--- config.mk ---
export PLATFORM = sky130hd
export DESIGN_NAME = tpc_three_phase_gen
export DESIGN_NICKNAME = d
export VERILOG_FILES = /design/src/rtl/tpc_pkg.sv /design/src/rtl/tpc_edge_sync.sv /design/src/rtl/tpc_src_select.sv /design/src/rtl/tpc_phase_div.sv /design/src/rtl/tpc_three_phase_gen.sv
export SDC_FILE = /design/constraint.sdc
export NUM_CORES = 1
export LEC_CHECK = 0
export BUFFER_PORTS_ARGS = -buffer_cell sky130_fd_sc_hd__buf_2
export CORE_MARGIN = 4
export CORE_UTILIZATION = 61
export DETAILED_ROUTE_END_ITERATION = 8
export PLACE_DENSITY = 0.79
export SLEW_MARGIN = 20
export SYNTH_ARGS = -nofsm -noshare
export SYNTH_HDL_FRONTEND = slang
export SYNTH_SLANG_ARGS = --single-unit
--- constraint.sdc ---
create_clock -name clk -period 3.1 [get_ports clk]
set_input_delay 0.31 -clock clk [delete_from_list [all_inputs] [get_ports clk]]
set_output_delay 0.31 -clock clk [all_outputs]
set_load 0.05 [all_outputs]
--- src/rtl/tpc_pkg.sv ---
package tpc_pkg;
  typedef enum logic {SRC_EXT = 1'b0, SRC_INT = 1'b1} src_e;

  function automatic int tap_of(input int idx, input int div, input int phases);
    return (idx * div) / phases;
  endfunction
endpackage

--- src/rtl/tpc_edge_sync.sv ---
module tpc_edge_sync #(
  parameter int SYNC_STAGES = 2
) (
  input  logic clk,
  input  logic rst,
  input  logic async_in,
  output logic rise
);
  logic [SYNC_STAGES:0] sh;

  always_ff @(posedge clk) begin
    if (rst) sh <= '0;
    else     sh <= {sh[SYNC_STAGES-1:0], async_in};
  end

  assign rise = sh[SYNC_STAGES-1] & ~sh[SYNC_STAGES];

  AST_EDGE_SINGLE: assert property (@(posedge clk) disable iff (rst)
    rise |=> !rise);
endmodule

--- src/rtl/tpc_src_select.sv ---
module tpc_src_select
  import tpc_pkg::*;
#(
  parameter int TIMEOUT    = 64,
  parameter int LOCK_EDGES = 8
) (
  input  logic clk,
  input  logic rst,
  input  logic ext_edge,
  input  logic int_tick,
  output logic step,
  output logic use_int
);
  localparam int IW = $clog2(TIMEOUT + 1);
  localparam int LW = $clog2(LOCK_EDGES + 1);

  src_e            src;
  logic [IW-1:0]   idle;
  logic [LW-1:0]   lock;
  logic            stale;

  assign stale   = (idle == IW'(TIMEOUT));
  assign use_int = (src == SRC_INT);
  assign step    = use_int ? int_tick : ext_edge;

  always_ff @(posedge clk) begin
    if (rst) begin
      src  <= SRC_INT;
      idle <= '0;
      lock <= '0;
    end else begin
      if (ext_edge)    idle <= '0;
      else if (!stale) idle <= idle + 1'b1;

      if (src == SRC_EXT) begin
        if (stale) begin
          src  <= SRC_INT;
          lock <= '0;
        end
      end else if (ext_edge) begin
        if (lock == LW'(LOCK_EDGES - 1)) begin
          src  <= SRC_EXT;
          lock <= '0;
        end else begin
          lock <= lock + 1'b1;
        end
      end else if (stale) begin
        lock <= '0;
      end
    end
  end

  AST_STALE_SWITCH: assert property (@(posedge clk) disable iff (rst)
    (!use_int && stale) |=> use_int);
  AST_EDGE_CLEARS_IDLE: assert property (@(posedge clk) disable iff (rst)
    ext_edge |=> (idle == '0));
  AST_GAP_CLEARS_LOCK: assert property (@(posedge clk) disable iff (rst)
    (use_int && stale && !ext_edge) |=> (lock == '0));
  AST_LOCK_BOUND: assert property (@(posedge clk) disable iff (rst)
    lock < LW'(LOCK_EDGES));
endmodule

--- src/rtl/tpc_phase_div.sv ---
module tpc_phase_div
  import tpc_pkg::*;
#(
  parameter int DIV    = 12,
  parameter int PHASES = 3
) (
  input  logic              clk,
  input  logic              rst,
  input  logic              step,
  output logic [PHASES-1:0] start_o,
  output logic [PHASES-1:0] win_o
);
  localparam int CW = $clog2(DIV);

  logic [CW-1:0] cnt, cnt_nx;

  assign cnt_nx = !step ? cnt : ((cnt == CW'(DIV - 1)) ? '0 : cnt + 1'b1);

  always_ff @(posedge clk) begin
    if (rst) cnt <= '0;
    else     cnt <= cnt_nx;
  end

  for (genvar g = 0; g < PHASES; g++) begin : g_ph
    localparam int TAP  = tap_of(g, DIV, PHASES);
    localparam int LAST = (TAP + DIV - 1) % DIV;
    always_ff @(posedge clk) begin
      if (rst) begin
        start_o[g] <= 1'b0;
        win_o[g]   <= (LAST != 0);
      end else begin
        start_o[g] <= step && (cnt_nx == CW'(TAP));
        win_o[g]   <= (cnt_nx != CW'(LAST));
      end
    end
  end

  AST_CNT_RANGE: assert property (@(posedge clk) disable iff (rst)
    cnt < CW'(DIV));
  AST_HOLD_NO_STEP: assert property (@(posedge clk) disable iff (rst)
    !step |=> $stable(cnt));
  AST_START_ONEHOT: assert property (@(posedge clk) disable iff (rst)
    $onehot0(start_o));
  AST_ONE_WIN_LOW: assert property (@(posedge clk) disable iff (rst)
    $countones(~win_o) <= 1);
endmodule

--- src/rtl/tpc_three_phase_gen.sv ---
module tpc_three_phase_gen #(
  parameter int DIV         = 12,
  parameter int PHASES      = 3,
  parameter int SYNC_STAGES = 2,
  parameter int TIMEOUT     = 64,
  parameter int LOCK_EDGES  = 8
) (
  input  logic              clk,
  input  logic              rst,
  input  logic              ext_clk,
  input  logic              int_tick,
  output logic [PHASES-1:0] period_start,
  output logic [PHASES-1:0] duty_win,
  output logic              src_int
);
  logic ext_edge, step;

  tpc_edge_sync #(.SYNC_STAGES(SYNC_STAGES)) u_sync (
    .clk(clk), .rst(rst), .async_in(ext_clk), .rise(ext_edge));

  tpc_src_select #(.TIMEOUT(TIMEOUT), .LOCK_EDGES(LOCK_EDGES)) u_sel (
    .clk(clk), .rst(rst), .ext_edge(ext_edge), .int_tick(int_tick),
    .step(step), .use_int(src_int));

  tpc_phase_div #(.DIV(DIV), .PHASES(PHASES)) u_div (
    .clk(clk), .rst(rst), .step(step),
    .start_o(period_start), .win_o(duty_win));

  AST_INT_IGNORES_EXT: assert property (@(posedge clk) disable iff (rst)
    (src_int && !int_tick) |=> (period_start == '0));
endmodule

==> flow_metrics.tcl <==
set metrics [dict create \
    status "complete, no violations" \
    tightest_slew_ps 440 \
    drv_slew 0 \
    final_antenna_net_count 0 \
    layout_commonest_cell "dfxtp_1" \
    synth-main-ff-cell "dfxtp_1" \
    antenna_found_initial 0 \
    netlist_area_sq_mm 0.00120 \
    async_flop_share_pct 0 \
    power_uw 526 \
    holdCritStartpoint "ext_clk" \
    wl_per_cell_um 12.7 \
    clockBufferDepth 2 \
    numCtsBuffers 3 \
    met1Wirelength_mm 1.09 \
    synth_edf_count 0 \
    slew_headroom_pct 70.7 \
    worstRegToRegCells 4 \
    ir_drop_v 0.000265 \
    routed_wl_mm 2.16 \
    synth-seq-cells 25 \
    synth_mux_area_share_pct 2.08 \
    grt_usage_pct 19.3 \
    cts.sinks 25 \
    dp_hpwl_mm 1.63 \
    clkTransAtPathRegs_ps 120 \
    diodes 0 \
    reg2reg_to "u_div.win_o[0]" \
    synth_warnings 0 \
    worstReg2RegStart "u_div.cnt[0]" \
    grt_pass1_vias 932 \
    yosysTopAreaCellShare_pct 41.5 \
    drc 0 \
    fin_skew_ps 2.95 \
    fin_crit_sh_pct 51.7 \
    synth_area_leaders "dfxtp_1 (42%), nor2_1 (4.7%), ha_1 (4.2%), a21oi_1 (3.7%), nor2b_1 (3.1%)" \
    hp-class "in -> reg" \
    finalSetupTns_ps 0 \
    cts_root_buffer "clkbuf_4" \
    synth_cell_types 43 \
    rows 15 \
    final_hold_viol_count 0 \
    core_sq_mm 0.00180 \
    worstSkewPairLatency_ps 300 \
    numPortBuffers 10 \
    worstPathMaxFanout 9 \
    max_freq_mhz 624 \
    grt_overflow 0 \
    avgSynthCellArea_sq_um 9.06 \
    htreeDepth 1 \
    synth_fa_ha_area_share_pct 4.15 \
    finalSetupViolations 0 \
    post_cts_buffers 0 \
    cts_resized 0 \
    synth-compound-area-share_pct 18.9 \
    crit_type "reg -> reg" \
    cp.arrival_ps 1800 \
    yosys.area_share.xor_xnor_pct 4.36 \
    nNetsFinal 154 \
    grt_max_degree 17 \
    synth_top_family_by_area "simple AND/OR/NAND/NOR gates" \
    wl_met3_um 77 \
    cts_tree "done" \
    die_area_sq_mm 0.00275 \
    dr_wl_met2_um 971 \
    r2r_setup_slack_ps 1500 \
    vias 972 \
    syn2layout_area_growth_pct 8.31 \
    synthesis.nets 141 \
    io_pins 11 \
    grt_setup_unrepaired "no" \
    crit_required_ps 3300 \
    finalCriticalPeriod_ps 1600 \
    synthSimpleGateAreaFrac_pct 26.2 \
    drt_iter0_drc 29 \
    die_h_um 52.4 \
    highest_layer "met4" \
    viasPerCell 5.72 \
    critical_path.startpoint_type "flop" \
    grt_pass1_wl_mm 3.98 \
    ys_seq_area_share_pct 41.5 \
    die_x_um 52.4 \
    first_pass_iters 4 \
    whs_path_depth 2 \
    end_kind "flop" \
    drv_cap 0 \
    holdBufCountCts 0 \
    p_leak_nw 0.471 \
    syn_inst 133 \
    drive_above_1_share_pct 13.8 \
    yosys.area.top_type "dfxtp_1" \
    powerDensity_mw_per_mm2 403 \
    final_cell_mix "dfxtp_1 (25), nor2_1 (15), buf_2 (10)" \
    place_congestion 0.957 \
    min_to "u_sync.sh[0]" \
    initial_core_util_pct 66.9 \
]
==> state kept, by name, summed over array words and instances (netlist names) <==
name / flops
u_div.start_o: 3
u_div.cnt: 4
u_sel.idle: 7
u_sel.lock: 4
u_div.win_o: 3
u_sync.sh: 3
u_sel.use_int: 1
==> how the worst max path moves through the flow <==
| stage | startpoint | end | slack [ps] |
|---|---|---|---|
| 6_report | u_div.cnt[0] | u_div.win_o[0] | 1500 |
| 5_1_grt | u_div.cnt[0] | u_div.start_o[0] | 1380 |
| 4_1_cts | u_div.cnt[0] | u_div.win_o[0] | 1510 |
| 3_5_place_dp | u_div.cnt[0] | u_div.win_o[0] | 1530 |
| 3_3_place_gp | u_div.cnt[0] | u_div.win_o[0] | 1600 |
| 2_1_floorplan | u_sel.use_int | u_div.win_o[0] | 1460 |
==> metal layers <==
metal | track usage, % | vias up
met1 | 24.8 | 458
met2 | 32.0 | 19
met3 | 2.85 | 2
met4 | 8.09 | 0
met5 | 0 | -
li1 | - | 493
==> cell type report <==
cell class / count / area, sq um
multi-input combinational: 99 / 671
fill: 157 / 497
timing repair buffer: 10 / 50.0
sequential: 25 / 500
inverter: 7 / 26.3
clock buffer: 4 / 26.3
tap: 25 / 31.3
==> worst max-delay path, stage by stage, from the launching register on <==
cell and delay, ps:
dfxtp_1 490, ha_1 400, o21ai_2 150, mux2_4 320, nand2b_1 130
==> cells in the mapped netlist (3+ instances only) <==
cell and instances:
dfxtp_1 25, nor2_1 15, a21oi_1 9, nand2_1 9, inv_1 7, nand3_1 6
nor2b_1 6, ha_1 4, nand2b_1 4, o21ai_0 4, xor2_1 4, o21ai_1 3
==> through the flow <==
stage | setup slack [ps] | util [%] | cell area (sq um) | instances | hold WS (ps)
2_1_floorplan | 1460 | - | 1200 | 133 | 382
3_3_place_gp | 1600 | 71.0 | 1280 | 166 | 435
3_5_place_dp | 1530 | 71.0 | 1280 | 166 | 448
4_1_cts | 1510 | 72.4 | 1310 | 170 | 203
5_1_grt | 1380 | 72.4 | 1310 | 170 | 213
6_report | 1500 | 72.4 | 1310 | 170 | 210
==> report_power, final <==
group	total [mW]	switching, mW	internal [mW]	leakage, nW
clock	0.135	0.0853	0.0501	0.0150
combinational	0.0503	0.0305	0.0198	0.253
sequential	0.340	0.00986	0.330	0.203
==> kinds of logic (layout without fill, tap and decap cells) <==
kind of cell,Yosys count,count (layout)
and+or+nand+nor,55,55
xor gates and xnor gates,6,6
adders and majority gates,4,4
muxes,2,2
AOI/OAI and AO/OA,32,32
buffers and inverters,9,21
DFF,25,25
Power figures use the tool's default switching activity.
